--- config.mk ---
export PLATFORM = sky130hd
export DESIGN_NAME = t1_chan_subst
export DESIGN_NICKNAME = d
export VERILOG_FILES = /design/src/rtl/t1sub_pkg.sv /design/src/rtl/t1sub_mask_regs.sv /design/src/rtl/t1sub_frame_ctl.sv /design/src/rtl/t1_chan_subst.sv
export SDC_FILE = /design/constraint.sdc
export NUM_CORES = 1
export LEC_CHECK = 0
export BUFFER_PORTS_ARGS = -buffer_cell sky130_fd_sc_hd__buf_2
export CORE_UTILIZATION = 35
export CTS_BUF_LIST = sky130_fd_sc_hd__clkbuf_4 sky130_fd_sc_hd__clkbuf_8 sky130_fd_sc_hd__clkbuf_16
export DETAILED_ROUTE_END_ITERATION = 7
export SYNTH_ARGS = -nofsm -noshare
export SYNTH_HDL_FRONTEND = slang
export SYNTH_SLANG_ARGS = --single-unit
--- constraint.sdc ---
create_clock -name clk -period 2.7 [get_ports clk]
set_clock_uncertainty 0.2 [all_clocks]
set_input_delay 0.27 -clock clk [delete_from_list [all_inputs] [get_ports clk]]
set_output_delay 0.27 -clock clk [all_outputs]
set_load 0.1 [all_outputs]
--- src/rtl/t1sub_pkg.sv ---
// Shared constants and the milliwatt tone table for the channel substitution block.
// Assumes byte-wide channel data and an eight-entry tone sequence.
package t1sub_pkg;
    localparam int unsigned BYTE_W   = 8;
    localparam int unsigned TONE_LEN = 8;
    localparam int unsigned TONE_IW  = $clog2(TONE_LEN);
    localparam logic [BYTE_W-1:0] IDLE_BYTE = 8'h7F;

    // Returns the tone byte for a given position in the eight-byte sequence.
    function automatic logic [BYTE_W-1:0] tone_byte(input logic [TONE_IW-1:0] idx);
        case (idx)
            3'd0:    tone_byte = 8'h1E;
            3'd1:    tone_byte = 8'h0B;
            3'd2:    tone_byte = 8'h0B;
            3'd3:    tone_byte = 8'h1E;
            3'd4:    tone_byte = 8'h9E;
            3'd5:    tone_byte = 8'h8B;
            3'd6:    tone_byte = 8'h8B;
            default: tone_byte = 8'h9E;
        endcase
    endfunction
endpackage

--- src/rtl/t1sub_mask_regs.sv ---
// Mask register file: N_REG byte registers at consecutive addresses starting at BASE_ADDR.
// Register k holds channels 8k+1 to 8k+8, with the lower channel in the lower bit.
// Writes to other addresses are dropped. Reads are combinational and return 0 outside the range.
module t1sub_mask_regs #(
    parameter int unsigned N_REG     = 3,
    parameter int unsigned ADDR_W    = 8,
    parameter int unsigned BASE_ADDR = 8'h2D
) (
    input  logic                 clk,
    input  logic                 rst_n,
    input  logic                 wr,
    input  logic [ADDR_W-1:0]    addr,
    input  logic [7:0]           wdata,
    output logic [7:0]           rdata,
    output logic [N_REG*8-1:0]   mask_flat
);
    logic [7:0] regs [N_REG];
    logic       in_range;

    // Flags an address that falls inside the register window.
    always_comb begin
        in_range = 1'b0;
        for (int k = 0; k < N_REG; k++) begin
            if (addr == ADDR_W'(BASE_ADDR + k)) in_range = 1'b1;
        end
    end

    for (genvar g = 0; g < N_REG; g++) begin : g_reg
        // Stores one mask byte when its own address is written.
        always_ff @(posedge clk) begin
            if (!rst_n)                                   regs[g] <= '0;
            else if (wr && addr == ADDR_W'(BASE_ADDR + g)) regs[g] <= wdata;
        end
        assign mask_flat[g*8 +: 8] = regs[g];
    end

    // Selects the read byte for the current address.
    always_comb begin
        rdata = '0;
        for (int k = 0; k < N_REG; k++) begin
            if (addr == ADDR_W'(BASE_ADDR + k)) rdata = regs[k];
        end
    end


    ignored_write_chk: assert property (@(posedge clk) disable iff (!rst_n)
        wr && !in_range |=> $stable(mask_flat));
endmodule

--- src/rtl/t1sub_frame_ctl.sv ---
// Frame control: on each start-of-frame beat it latches the mask and select for the
// whole frame and steps the tone index. The outputs give the settings that apply to
// the current beat: the just-sampled values on the start beat, the held values after it.
module t1sub_frame_ctl #(
    parameter int unsigned N_CH = 24,
    parameter int unsigned IW   = 3
) (
    input  logic            clk,
    input  logic            rst_n,
    input  logic            sof_beat,
    input  logic [N_CH-1:0] new_mask,
    input  logic            new_sel,
    output logic [N_CH-1:0] eff_mask,
    output logic            eff_sel,
    output logic [IW-1:0]   eff_idx
);
    logic [N_CH-1:0] act_mask;
    logic            act_sel;
    logic [IW-1:0]   frame_idx;
    logic [IW-1:0]   next_idx;

    // Latches the per-frame settings and steps the tone index at each frame start.
    always_ff @(posedge clk) begin
        if (!rst_n) begin
            act_mask  <= '0;
            act_sel   <= 1'b0;
            frame_idx <= '0;
            next_idx  <= '0;
        end else if (sof_beat) begin
            act_mask  <= new_mask;
            act_sel   <= new_sel;
            frame_idx <= next_idx;
            next_idx  <= next_idx + 1'b1;
        end
    end

    // Chooses the settings for the current beat.
    always_comb begin
        eff_mask = sof_beat ? new_mask : act_mask;
        eff_sel  = sof_beat ? new_sel  : act_sel;
        eff_idx  = sof_beat ? next_idx : frame_idx;
    end


    idx_hold_chk: assert property (@(posedge clk) disable iff (!rst_n)
        !sof_beat |=> $stable(next_idx));

    idx_step_chk: assert property (@(posedge clk) disable iff (!rst_n)
        sof_beat |=> next_idx == IW'($past(next_idx) + 1'b1));

    mask_frame_hold_chk: assert property (@(posedge clk) disable iff (!rst_n)
        !sof_beat |=> $stable(act_mask) && $stable(act_sel));
endmodule

--- src/rtl/t1_chan_subst.sv ---
// T1 receive channel code substitution, top level. Each valid byte is replaced by the
// idle byte or the frame's tone byte when its channel is marked, and otherwise passes
// through. The result is registered, so it appears one clock later.
// Assumes in_sof is high only on a valid beat that starts a frame.
module t1_chan_subst
    import t1sub_pkg::*;
#(
    parameter int unsigned N_CH      = 24,
    parameter int unsigned CHAN_W    = 5,
    parameter int unsigned ADDR_W    = 8,
    parameter int unsigned BASE_ADDR = 8'h2D
) (
    input  logic              clk,
    input  logic              rst_n,
    input  logic              cfg_wr,
    input  logic [ADDR_W-1:0] cfg_addr,
    input  logic [7:0]        cfg_wdata,
    output logic [7:0]        cfg_rdata,
    input  logic              pattern_sel,
    input  logic              in_valid,
    input  logic              in_sof,
    input  logic [CHAN_W-1:0] in_chan,
    input  logic [7:0]        in_data,
    output logic              out_valid,
    output logic [7:0]        out_data
);
    localparam int unsigned N_REG = (N_CH + 7) / 8;

    logic [N_REG*8-1:0] mask_flat;
    logic [N_CH-1:0]    eff_mask;
    logic               eff_sel;
    logic [TONE_IW-1:0] eff_idx;
    logic               sof_beat;
    logic               mark_hit;
    logic               chan_ok;
    logic [7:0]         sub_byte;

    assign sof_beat = in_valid && in_sof;

    t1sub_mask_regs #(
        .N_REG(N_REG), .ADDR_W(ADDR_W), .BASE_ADDR(BASE_ADDR)
    ) u_regs (
        .clk(clk), .rst_n(rst_n), .wr(cfg_wr), .addr(cfg_addr),
        .wdata(cfg_wdata), .rdata(cfg_rdata), .mask_flat(mask_flat)
    );

    t1sub_frame_ctl #(
        .N_CH(N_CH), .IW(TONE_IW)
    ) u_frame (
        .clk(clk), .rst_n(rst_n), .sof_beat(sof_beat),
        .new_mask(mask_flat[N_CH-1:0]), .new_sel(pattern_sel),
        .eff_mask(eff_mask), .eff_sel(eff_sel), .eff_idx(eff_idx)
    );

    // Finds the mask bit for the current channel number; out-of-range numbers never hit.
    always_comb begin
        mark_hit = 1'b0;
        chan_ok  = 1'b0;
        for (int i = 0; i < N_CH; i++) begin
            if (in_chan == CHAN_W'(i + 1)) begin
                mark_hit = eff_mask[i];
                chan_ok  = 1'b1;
            end
        end
    end

    // Picks the substitute code for a marked channel.
    assign sub_byte = eff_sel ? tone_byte(eff_idx) : IDLE_BYTE;

    // Registers the output byte and its valid flag.
    always_ff @(posedge clk) begin
        if (!rst_n) begin
            out_valid <= 1'b0;
            out_data  <= '0;
        end else begin
            out_valid <= in_valid;
            if (in_valid) out_data <= mark_hit ? sub_byte : in_data;
        end
    end


    valid_follow_chk: assert property (@(posedge clk) disable iff (!rst_n)
        in_valid |=> out_valid);

    valid_quiet_chk: assert property (@(posedge clk) disable iff (!rst_n)
        !in_valid |=> !out_valid);

    pass_through_chk: assert property (@(posedge clk) disable iff (!rst_n)
        in_valid && !mark_hit |=> out_data == $past(in_data));

    idle_code_chk: assert property (@(posedge clk) disable iff (!rst_n)
        in_valid && mark_hit && !eff_sel |=> out_data == IDLE_BYTE);

    bad_chan_chk: assert property (@(posedge clk) disable iff (!rst_n)
        in_valid && !chan_ok |=> out_data == $past(in_data));
endmodule

==> results of run 1 <==
[through the flow]
step	util	worst slack [ns]	instance area (um^2)
floorplan	-	0.0136	3270
global placement	0.411	0.140	3650
detailed placement	0.411	0.149	3650
CTS	0.444	0.332	3950
global route	0.444	0.214	3950
finish	0.444	0.348	3950
[where the power goes]
| group | internal [W] | total, W | switching (W) |
|---|---|---|---|
| Sequential | 0.00105 | 0.00108 | 0.0000329 |
| Clock | 0.000425 | 0.000819 | 0.000394 |
| Combinational | 0.000132 | 0.000373 | 0.000241 |
[synthesized netlist by cell type (all sizes together), types with 2 or more instances]
cell | n | area [um^2]
xnor2 | 2 | 17.5
xor2 | 2 | 17.5
or2 | 2 | 12.5
nand2b | 4 | 25.0
and2 | 28 | 180
a31oi | 2 | 12.5
edfxtp | 24 | 721
a311oi | 2 | 17.5
o21ai | 5 | 25.0
a21oi | 21 | 105
o311a | 5 | 50.1
a22oi | 8 | 60.1
a211o | 2 | 17.5
mux2i | 9 | 90.1
a2111oi | 3 | 26.3
o22ai | 4 | 25.0
nor2 | 34 | 128
clkbuf | 10 | 37.5
nor3 | 4 | 20.0
mux4 | 3 | 67.6
o211ai | 3 | 27.5
dfxtp | 40 | 801
and3b | 2 | 17.5
nand2 | 35 | 131
and3 | 14 | 92.6
mux2 | 9 | 101
nand4 | 2 | 12.5
inv | 7 | 26.3
a21boi | 3 | 22.5
nand3 | 9 | 45.0
buf | 10 | 96.4
o2111ai | 3 | 26.3
o21a | 5 | 37.5
a211oi | 8 | 70.1
[registers in the layout (all words and copies together) (netlist names)]
| signal | flops |
|---|---|
| out_data | 8 |
| out_valid | 1 |
| u_frame.act_mask | 24 |
| u_frame.act_sel | 1 |
| u_frame.frame_idx | 3 |
| u_frame.next_idx | 3 |
| u_regs.regs | 24 |
[per-layer routing]
metal / routed length [um] / GRT usage / vias up
met5: 0 / 0 / -
met4: 104 / 0.0597 / 0
met3: 343 / 0.0468 / 9
met2: 3920 / 0.295 / 79
met1: 4160 / 0.238 / 1299
li1: - / - / 1362
[cell type report]
| cell class | count | area [um^2] |
|---|---|---|
| Clock inverter | 7 | 72.6 |
| Fill cell | 861 | 4940 |
| Timing Repair Buffer | 79 | 490 |
| Sequential cell | 64 | 1520 |
| Inverter | 8 | 30.0 |
| Multi-Input combinational cell | 244 | 1570 |
| Tap cell | 108 | 135 |
| Clock buffer | 9 | 124 |
[repair_timing]
item                      CTS  global route
setup buffers               0             0
hold endpoints to repair   10             0
hold buffers               10             0
[how the worst min path moves through the flow]
stage / end / depth (start not counted) / slack, ns
global placement: u_frame.act_mask[15] / 2 / 0.25
finish: u_regs.regs[0][6] / 2 / 0.01
detailed placement: u_frame.act_mask[19] / 2 / 0.25
floorplan: u_frame.act_mask[19] / 2 / 0.23
global route: u_regs.regs[1][6] / 2 / 0.009
CTS: u_regs.regs[2][3] / 2 / 0.002
[kinds of logic after synthesis]
family	count (synthesis)	synth area share
DFF	64	0.466
xor gates and xnor gates	4	0.0107
AOI/OAI and AO/OA	76	0.165
adders and majority gates	1	0.00383
muxes	21	0.0793
buffers and inverters	29	0.0528
and+or+nand+nor	142	0.223
==> Flow_metrics.wiki, run 1 <==
{| class="wikitable"
! Metric !! Value
|-
| Number of synthesized flops with an enable pin || 24
|-
| Crit path to || out_data[4]
|-
| First-pass GRT wire length || 13400 um
|-
| Htree depth || 3
|-
| Final nets || 442
|-
| Detail Route Antenna Nets || 0
|-
| Sink count of the clock tree || 64
|-
| Launch point of the worst path || u_regs.regs[1][7]
|-
| Ports || 52
|-
| CTS clock-pin slew for the worst setup and hold paths || 0.08 ns
|-
| Routability cong. || 0.851
|-
| Data required, critical path || 2.74 ns
|-
| CTS tree || built
|-
| Setup crit end kind || flop
|-
| Aggregate negative setup slack || 0 ns
|-
| Largest fanout of any net on the critical path || 6
|-
| Unrepaired setup endpoints after global routing || false
|-
| Area enclosed by the die boundary || 9730 um^2
|-
| TritonCTS Buffers || 9
|-
| Non-filler instance count after layout || 519
|-
| Worst hold slack || 0.0113 ns
|-
| Most frequent cells in the layout || 51 x sky130_fd_sc_hd__buf_2, 40 x sky130_fd_sc_hd__dfxtp_1, 35 x sky130_fd_sc_hd__nand2_1
|-
| Number of buffers on the longest clock path || 2
|-
| Class of the tightest hold or removal check || input port to flop
|-
| Cell family contributing the most delay on the critical path || compound AO/OA/AOI/OAI gates
|-
| Normalized max-slew margin || 0.674
|-
| Number of cells after detailed placement || 493
|-
| First-pass DRT Iterations || 4
|-
| Arrival time reported for the critical path endpoint || 2.39 ns
|-
| Worst Max-Slew Pin Slew || 0.492 ns
|-
| Standard-cell row count || 34
|-
| Worst Setup Path Type || flop to flop
|-
| Total stage count of the critical path || 7
|-
| Via-to-Cell Ratio || 5.30
|-
| Setup-failing EPs final || 0
|-
| Ys flop type || sky130_fd_sc_hd__dfxtp_1
|-
| Pwr dens || 576 nW/um^2
|-
| FF+latch count, synth || 64
|-
| Status || complete, no violations
|-
| Period utilization || 0.871
|-
| Master cell of the clock root buffer || sky130_fd_sc_hd__clkbuf_8
|-
| Cell count of the worst reg-to-reg path || 7
|-
| Timing-limited maximum frequency || 0.425 GHz
|-
| Leakage component of the power || 1.62 nW
|-
| Total count of hold-check failures in the final report || 0
|-
| HP Start || cfg_wdata[6]
|-
| Worst flop-to-flop path endpoint || out_data[4]
|-
| Die Span X || 98.6 um
|-
| Estimated wirelength of the detail-placed design || 6310 um
|-
| Cells along the critical path || and3_1 > a2111oi_0 > o22ai_1 > a211oi_2 > o211ai_2 > and2_4 > o311a_1
|-
| Die Ht || 98.6 um
|-
| Area growth from synthesis to layout || 20.8%
|-
| Maximum number of pins on one net before global-route repair || 20
|-
| Critical-path top delay cell || sky130_fd_sc_hd__edfxtp_1
|-
| Count of vias placed by the detailed router || 2749
|-
| Min Clock Period, post-route || 2.35 ns
|-
| Gate count of the mapped netlist || 337
|-
| Clk_lat worst skew || 0.36 ns
|-
| Critical path startpoint category || flop
|-
| Vias in the first global route || 2638
|-
| Initial Util || 0.368
|-
| Congestion Overflow GR || 0
|-
| Worst reg2reg path startpoint || u_regs.regs[1][7]
|-
| Reg-to-reg slack, setup || 0.35 ns
|-
| Tot Pwr || 0.00228 W
|-
| Portion of the post-synthesis area used by sequential elements || 0.466
|-
| Buf/Inv on CP || 0
|-
| Mean area per synthesized cell || 9.70 um^2
|-
| Post-synth net total || 373
|-
| Std-Cell Core Area || 8890 um^2
|-
| Worst IR Drop VDD || 0.284 mV
|-
| Number of different library cells in the post-synthesis netlist || 53
|-
| Initial drt markers || 184
|-
| Number of gates resized after cts || 0
|-
| Ant. Diodes || 0
|-
| Final WL || 8520 um
|-
| Delay of the slowest cell on the worst path || 0.42 ns
|-
| Fraction of final layout cells sized beyond drive strength 1 || 0.258
|-
| Number of port buffers || 51
|-
| Asr flop ratio synth || 0
|-
| Leading cell type in the layout, fill and taps excluded || sky130_fd_sc_hd__buf_2
|-
| Total track usage || 0.182
|-
| DRC violations left || 0
|-
| Cell area after technology mapping || 3270 um^2
|-
| Average wire length per cell after detail routing || 16.4 um
|-
| Pins over their slew limit || 0
|-
| Antenna violations before repair || 1
|-
| Max_cap viols || 0
|-
| Total of warnings raised by yosys || 0
|}
Note: power is estimated with default switching activity, not from simulation.
==> inputs of run 2 (changes only) <==
--- a/config.mk
+++ b/config.mk
@@ -5,7 +5,7 @@
 export SDC_FILE = /design/constraint.sdc
 export NUM_CORES = 1
 export LEC_CHECK = 0
-export BUFFER_PORTS_ARGS = -buffer_cell sky130_fd_sc_hd__buf_2
+export BUFFER_PORTS_ARGS = -buffer_cell sky130_fd_sc_hd__buf_4
 export CORE_UTILIZATION = 35
 export CTS_BUF_LIST = sky130_fd_sc_hd__clkbuf_4 sky130_fd_sc_hd__clkbuf_8 sky130_fd_sc_hd__clkbuf_16
 export DETAILED_ROUTE_END_ITERATION = 7
==> run 2 against run 1 <==
Compared with the run above: design area grew 2.6%; sequential power is essentially flat; global-route usage grew 0.11 points; fmax shrank 0.95%; critical path depth is the same.
==> Flow_metrics.wiki, run 2 (synthesis gave the netlist of run 1 again) <==
{| class="wikitable"
! Metric !! Value
|-
| Total track usage || 0.183
|-
| Master cell of the clock root buffer || sky130_fd_sc_hd__clkbuf_8
|-
| Min Clock Period, post-route || 2.37 ns
|-
| Worst hold slack || 0.0152 ns
|-
| First-pass GRT wire length || 13700 um
|-
| Via-to-Cell Ratio || 5.42
|-
| Ports || 52
|-
| Estimated wirelength of the detail-placed design || 6310 um
|-
| Total stage count of the critical path || 7
|-
| Std-Cell Core Area || 8890 um^2
|-
| Delay of the slowest cell on the worst path || 0.44 ns
|-
| Buffer count from post-CTS setup fixing || 0
|-
| Buf/Inv on CP || 0
|-
| Normalized max-slew margin || 0.657
|-
| Die Span X || 98.6 um
|-
| Total count of hold-check failures in the final report || 0
|-
| Ant. Diodes || 0
|-
| Worst Setup Path Type || flop to flop
|-
| Cells along the critical path || and3_1 > a2111oi_0 > nor4_1 > a211oi_1 > o211ai_2 > and2_4 > o311a_1
|-
| Aggregate negative setup slack || 0 ns
|-
| Setup crit end kind || flop
|-
| Worst Max-Slew Pin Slew || 0.511 ns
|-
| Data required, critical path || 2.73 ns
|-
| CTS tree || built
|-
| Most frequent cells in the layout || 67 x sky130_fd_sc_hd__buf_4, 40 x sky130_fd_sc_hd__dfxtp_1, 35 x sky130_fd_sc_hd__nand2_1
|-
| Worst IR Drop VDD || 0.332 mV
|-
| Largest registers || u_frame.act_mask (24), u_regs.regs (24), out_data (8)
|-
| Count of vias placed by the detailed router || 2785
|-
| Clk_lat worst skew || 0.34 ns
|-
| Class of the tightest hold or removal check || input port to flop
|-
| Critical path startpoint category || flop
|-
| Area growth from synthesis to layout || 23.9%
|-
| Setup-failing EPs final || 0
|-
| Maximum number of pins on one net before global-route repair || 21
|-
| Fraction of final layout cells sized beyond drive strength 1 || 0.254
|-
| DP Area || 3760 um^2
|-
| Htree depth || 3
|-
| Finished Cell Area || 4050 um^2
|-
| Vias in the first global route || 2691
|-
| TritonCTS Buffers || 9
|-
| Routability cong. || 0.851
|-
| Area enclosed by the die boundary || 9730 um^2
|-
| Number of port buffers || 51
|-
| Leakage component of the power || 1.64 nW
|-
| Initial Util || 0.368
|-
| First-pass DRT Iterations || 5
|-
| Max_cap viols || 0
|-
| Number of buffers on the longest clock path || 2
|-
| Final nets || 437
|-
| Critical-path top delay cell || sky130_fd_sc_hd__edfxtp_1
|-
| Average wire length per cell after detail routing || 16.7 um
|-
| Timing-limited maximum frequency || 0.421 GHz
|-
| Largest fanout of any net on the critical path || 6
|-
| Final WL || 8580 um
|-
| Leading cell type in the layout, fill and taps excluded || sky130_fd_sc_hd__buf_4
|-
| Standard-cell row count || 34
|-
| Cell count of the worst reg-to-reg path || 7
|-
| Number of fill cells in the layout || 837
|-
| Number of instances on the worst hold path || 2
|-
| DRC violations left || 0
|-
| Pwr dens || 587 nW/um^2
|-
| Congestion Overflow GR || 0
|-
| Antenna violations before repair || 0
|-
| Initial drt markers || 165
|-
| Die Ht || 98.6 um
|-
| Tot Pwr || 0.00238 W
|-
| Arrival time reported for the critical path endpoint || 2.40 ns
|-
| Final Util || 0.455
|-
| Number of gates resized after cts || 0
|-
| CTS clock-pin slew for the worst setup and hold paths || 0.07 ns
|-
| Period utilization || 0.879
|-
| Sink count of the clock tree || 64
|-
| Cell family contributing the most delay on the critical path || compound AO/OA/AOI/OAI gates
|-
| Pins over their slew limit || 0
|-
| Status || complete, no violations
|-
| Detail Route Antenna Nets || 0
|-
| Unrepaired setup endpoints after global routing || false
|}
## run 2: changes by cell type in the layout (fill, tap and decap cells not counted), sizes merged
cell         change
bufinv           +1
buf              -2
clkinvlp         -2
clkbuf           +3
dlygate4sd3      -3
clkinv           -2
## run 2: metal layers
layer / GRT usage / share of wire / vias to the layer above
met1: 0.246 / 0.47 / 1317
li1: - / - / 1354
met4: 0.0666 / 0.015 / 0
met3: 0.0397 / 0.060 / 11
met2: 0.291 / 0.45 / 103
met5: 0 / 0 / -
## run 2: final cells by class
| class | count | area [um^2] | area share |
|---|---|---|---|
| well taps | 108 | 135 | 0.0334 |
| inverters | 8 | 30.0 | 0.00742 |
| repair buffers | 74 | 573 | 0.142 |
| multi-input cells | 244 | 1570 | 0.389 |
| clock buffers | 12 | 146 | 0.0362 |
| clock inverters | 4 | 68.8 | 0.0170 |
| flip-flops and latches | 64 | 1520 | 0.376 |
## run 2: repair_timing
action,in CTS,in global routing
endpoints found under the setup margin,0,0
hold buffers,7,0
endpoints found under the hold margin,7,0
## run 2: worst paths after layout
kind | from | to | slack [ns]
worst max register to register | u_regs.regs[0][4] | out_data[6] | 0.33
worst max-delay path | u_regs.regs[0][4] | out_data[6] | 0.33
worst min-delay path | cfg_wdata[5] | u_regs.regs[2][5] | 0.02
worst min register to register | u_frame.act_mask[19] | u_frame.act_mask[19] | 0.26
## run 2: report_power, final
group	switching [W]	internal [W]	leakage, nW
Combinational	0.000242	0.000149	0.975
Sequential	0.0000342	0.00105	0.556
Clock	0.000355	0.000547	0.112
## run 2: through the flow
stage	cells	setup WS, ns
2_1_floorplan	337	0.0136
3_3_place_gp	491	0.135
6_report	514	0.326
4_1_cts	514	0.350
5_1_grt	514	0.215
3_5_place_dp	491	0.0776
